**src/rtl/wdog_prescaled.sv**
```systemverilog
module wdog_prescaled #(
  parameter int CNT_W = 15
) (
  input  logic       clk,
  input  logic       por_n,
  input  logic       reg_we,
  input  logic [7:0] reg_wdata,
  output logic [7:0] reg_rdata,
  input  logic       idle_i,
  input  logic       pdown_i,
  output logic       wdt_rst_o
);
  localparam int PRE_W = 8;
  localparam int SEL_W = $clog2(PRE_W);

  logic             flag_q, arm_q, restart_q, idle_run_q, rst_q;
  logic [SEL_W-1:0] sel_q;
  logic [PRE_W-1:0] pre_q, tap_mask;
  logic [CNT_W-1:0] cnt_q;
  logic             run, tick, wrap;

  always_comb begin
    tap_mask = '0;
    for (int i = 0; i < PRE_W; i++)
      if (i <= int'(sel_q)) tap_mask[i] = 1'b1;
  end

  assign run  = arm_q && !pdown_i && (!idle_i || idle_run_q) && !restart_q && !rst_q;
  assign tick = run && ((pre_q & tap_mask) == tap_mask);
  assign wrap = tick && (&cnt_q);

  always_ff @(posedge clk or negedge por_n) begin
    if (!por_n) begin
      flag_q     <= 1'b0;
      arm_q      <= 1'b0;
      restart_q  <= 1'b0;
      idle_run_q <= 1'b0;
      sel_q      <= '0;
    end else begin
      if (wrap)                       flag_q <= 1'b1;
      else if (reg_we && !reg_wdata[7]) flag_q <= 1'b0;
      if (reg_we) begin
        arm_q      <= arm_q | reg_wdata[5];
        idle_run_q <= reg_wdata[3];
        sel_q      <= reg_wdata[SEL_W-1:0];
      end
      restart_q <= reg_we && reg_wdata[4];
    end
  end

  always_ff @(posedge clk or negedge por_n) begin
    if (!por_n) begin
      pre_q <= '0;
      cnt_q <= '0;
      rst_q <= 1'b0;
    end else begin
      rst_q <= wrap;
      if (restart_q || rst_q) begin
        pre_q <= '0;
        cnt_q <= '0;
      end else if (run) begin
        pre_q <= pre_q + 1'b1;
        if (tick) cnt_q <= cnt_q + 1'b1;
      end
    end
  end

  assign reg_rdata = {flag_q, 1'b0, arm_q, restart_q, idle_run_q, sel_q};
  assign wdt_rst_o = rst_q;


  a_r2_flag_sticky: assert property (@(posedge clk) disable iff (!por_n)
    flag_q && !(reg_we && !reg_wdata[7]) |=> flag_q);

  a_r3_arm_set_only: assert property (@(posedge clk) disable iff (!por_n)
    arm_q |=> arm_q);

  a_r4_restart_one_cycle: assert property (@(posedge clk) disable iff (!por_n)
    restart_q && !reg_we |=> !restart_q);
  a_r4_restart_zeroes: assert property (@(posedge clk) disable iff (!por_n)
    restart_q |=> (cnt_q == '0) && (pre_q == '0));

  a_r7_pdown_freeze: assert property (@(posedge clk) disable iff (!por_n)
    pdown_i && !restart_q && !rst_q |=> $stable(cnt_q) && $stable(pre_q));

  a_r8_pulse_width: assert property (@(posedge clk) disable iff (!por_n)
    wdt_rst_o |=> !wdt_rst_o);
  a_r8_pulse_flagged: assert property (@(posedge clk) disable iff (!por_n)
    wdt_rst_o |-> flag_q && arm_q);

  a_r10_idle_when_disarmed: assert property (@(posedge clk) disable iff (!por_n)
    !arm_q |-> (cnt_q == '0) && !wdt_rst_o);
endmodule

```
**config.mk**
```make
export PLATFORM = sky130hd
export DESIGN_NAME = wdog_prescaled
export DESIGN_NICKNAME = d
export VERILOG_FILES = /design/src/rtl/wdog_prescaled.sv
export SDC_FILE = /design/constraint.sdc
export NUM_CORES = 1
export LEC_CHECK = 0
export BUFFER_PORTS_ARGS = -buffer_cell sky130_fd_sc_hd__clkbuf_2
export CAP_MARGIN = 20
export CORE_MARGIN = 10
export CORE_UTILIZATION = 49
export CTS_CLUSTER_SIZE = 14
export DETAILED_ROUTE_END_ITERATION = 16
export HOLD_SLACK_MARGIN = 0.12
export PLACE_DENSITY = 0.67
export SYNTH_ARGS = -nofsm -noshare
export SYNTH_HDL_FRONTEND = slang
export SYNTH_SLANG_ARGS = --single-unit
```
**constraint.sdc**
```tcl
create_clock -name clk -period 2.5 [get_ports clk]
set_input_delay 0.5 -clock clk [delete_from_list [all_inputs] [get_ports clk]]
set_output_delay 0.5 -clock clk [all_outputs]
set_load 0.01 [all_outputs]
```
==> results.yml <==
logic_synthesis:
  synth_flop_cell: "dfrtp_1"
  synth_seq_area_share_pct: 47.29
  async_reset_ff_share_pct: 100.0
  yosysWarnings: 0
  yosys.area.top_type: "dfrtp_1"
  synthTopCellsByArea: "dfrtp_1, o31ai_1, or4_1"
  netlist-cell-type-count: 42
  syn_area_mm2: 0.001640
  synth-edff-count: 0
  ys_ff_latch: 31
  postSynthCellCount: 163
  yosysMostFrequentCell: "dfrtp_1"
  synth_top_area_share_pct: 47.29
  synth_nets: 178
  syn_avg_cell_area_um2: 10.06
  synth_common_cells: "dfrtp_1, nor2_1, a21oi_1, nand3_1, o31ai_1"
worst_setup_path:
  crit_fanout: 6
  r2r_slack_ps: 530
  endpoint_kind: "flip-flop"
  path_delay_family: "simple AND/OR/NAND/NOR gates"
  worstPathRequired_ps: 2780
  path_depth: 5
  critical_path.max_stage_delay_ps: 540
  worstSetupPathType: "reg2reg"
  r2r_cells: 5
  path_buf_inv: 0
  arrival_ps: 2250
  cp_slowest_cell: "or4_1"
  cp-start-kind: "flip-flop"
  crit_chain: "nor2_1, o21a_1, nand4_1, or4_1, a21oi_1"
clocking:
  clock_latency_ps: 340
  cts_made_buffers: 5
  tritoncts: "built"
  cts_setup_buffers: 0
  cts-htree-levels: 2
  root_buffer: "clkbuf_4"
  clock_path_buffers: 2
  cts_resized: 0
  cts.hold.buffers_added: 0
  cts_sinks: 31
  clk_pin_slew_ps: 100
global_routing:
  grt_max_degree: 32
  grt_pass1_wl_um: 5885
  antenna_found_initial: 0
  grt_pass1_vias: 1318
  grt_usage_pct: 12.02
  grt_overflow: 0
timing:
  setup_tns_ps: 0
  period_share_pct: 78.83
  finalSetupViolCount: 0
  slew_headroom_pct: 48.50
  worst_slew_pin_slew_ps: 772.5
  whs_ps: 207.4
  drv_slew: 0
  skew_ps: 10.88
  grt_setup_unrepaired: "false"
  fin_crit_ps: 1971
  finalHoldViolCount: 0
  setup_ws_ps: 529.1
  max_freq_mhz: 507.4
die:
  die_height_um: 77.86
  die_x_um: 77.86
  core_area_mm2: 0.003128
  dieArea_mm2: 0.006062
  io_pins: 22
  initial_core_util_pct: 52.44
  rows: 20
detailed_routing:
  drt_wl_total_um: 3469
  via_per_inst: 5.692
  dr.first_iter.drc_count: 85
  drt.antenna.violating_nets: 0
  wl_per_cell_um: 15.49
  vias: 1275
  firstDrtPassIters: 4
  drc: 0
flow_run:
  cap_violations: 0
placed_design:
  globalplace.congestion: 0.7989
  pre_cts_slack_ps: 367.3
  port-buffer-count: 19
  dp_hpwl_um: 2468
finish:
  synthToLayoutAreaGrowth_pct: 9.840
  n_antenna_cell: 0
  drive_gt1_share_pct: 21.67
  fin_nets: 194
power:
  total_power_uw: 1050
  p_leak_uw: 0.0007779
  ir_drop_uv: 387.6
  pwr_density_cell_mw_per_mm2: 582.5
min_path:
  min_path_type: "in2async"
run_status:
  status: "finished clean"
## power by group
| group | internal (uW) | switching [uW] |
|---|---|---|
| Combinational | 59.5 | 86.4 |
| Sequential | 529 | 35.2 |
| Clock | 165 | 174 |
## kinds of logic (layout without fill, tap and decap cells)
kind of cell / after synthesis / count (layout) / share of synthesized area (%)
and+or+nand+nor: 65 / 65 / 23.04
AOI/OAI and AO/OA: 37 / 37 / 15.71
DFF: 31 / 31 / 47.29
buffers and inverters: 15 / 32 / 5.110
xor gates and xnor gates: 7 / 7 / 3.738
muxes: 5 / 5 / 3.356
adders and majority gates: 2 / 2 / 1.525
other: 1 / 1 / 0.2286
## final cells by class
type,count,area (um^2)
Fill cell,299,1326
Tap cell,44,55.05
Timing Repair Buffer,21,110.1
Inverter,3,11.26
Clock buffer,8,68.82
Sequential cell,31,775.7
Multi-Input combinational cell,117,780.7
## worst paths after layout
path | to | startpoint
min in group clk | restart_q | reg_wdata[4]
setup / recovery | cnt_q[8] | wdt_rst_o
max in group asynchronous | pre_q[5] | por_n
setup reg to reg | cnt_q[8] | wdt_rst_o
hold / removal | cnt_q[10] | por_n
hold reg to reg | flag_q | flag_q
## per-stage QoR
| stage | utilization [%] | instance area, um^2 | instances |
|---|---|---|---|
| after floorplan | - | 1640 | 163 |
| after global placement | 55.40 | 1733 | 216 |
| after detailed placement | 55.40 | 1733 | 216 |
| after CTS | 57.60 | 1802 | 224 |
| after global routing | 57.60 | 1802 | 224 |
| final | 57.60 | 1802 | 224 |
## flip-flops by register name, indices dropped and copies added, names as in the netlist
name / cells
restart_q: 1
idle_run_q: 1
sel_q: 3
wdt_rst_o: 1
flag_q: 1
arm_q: 1
cnt_q: 15
pre_q: 8
## layer usage
layer	global-route usage (%)	up-vias	share of wire (%)
met4	5.474	0	1.6
met3	5.184	6	4.7
met5	0	-	0
met1	12.94	612	46
li1	-	634	-
met2	19.98	23	48
## worst reg2reg max path: stages, from the launching register on
cell	delay, ps
dfrtp_1	390
nor2_1	350
o21a_1	220
nand4_1	250
or4_1	540
a21oi_1	160
## layout by cell type, fill, tap and decap left out, drive strengths merged
cell and n:
a21o 2, xnor2 2, inv 3, and4bb 1
dfrtp 31, mux2 4, clkbuf 27, nand3 11
or2 1, nand2 7, nand4b 1, o31ai 11
nand4 7, o21a 3, o31a 1, a21oi 11
ha 2, mux2i 1, and2 1, or4 9
a21boi 1, buf 2, o211ai 3, nor2b 1
o21ai 3, a31o 2, conb 1, nor4 3
and4 3, and3 4, nor2 12, nor3b 1
nand2b 2, and2b 1, xor2 5
Note: power is estimated with default switching activity, not from simulation.
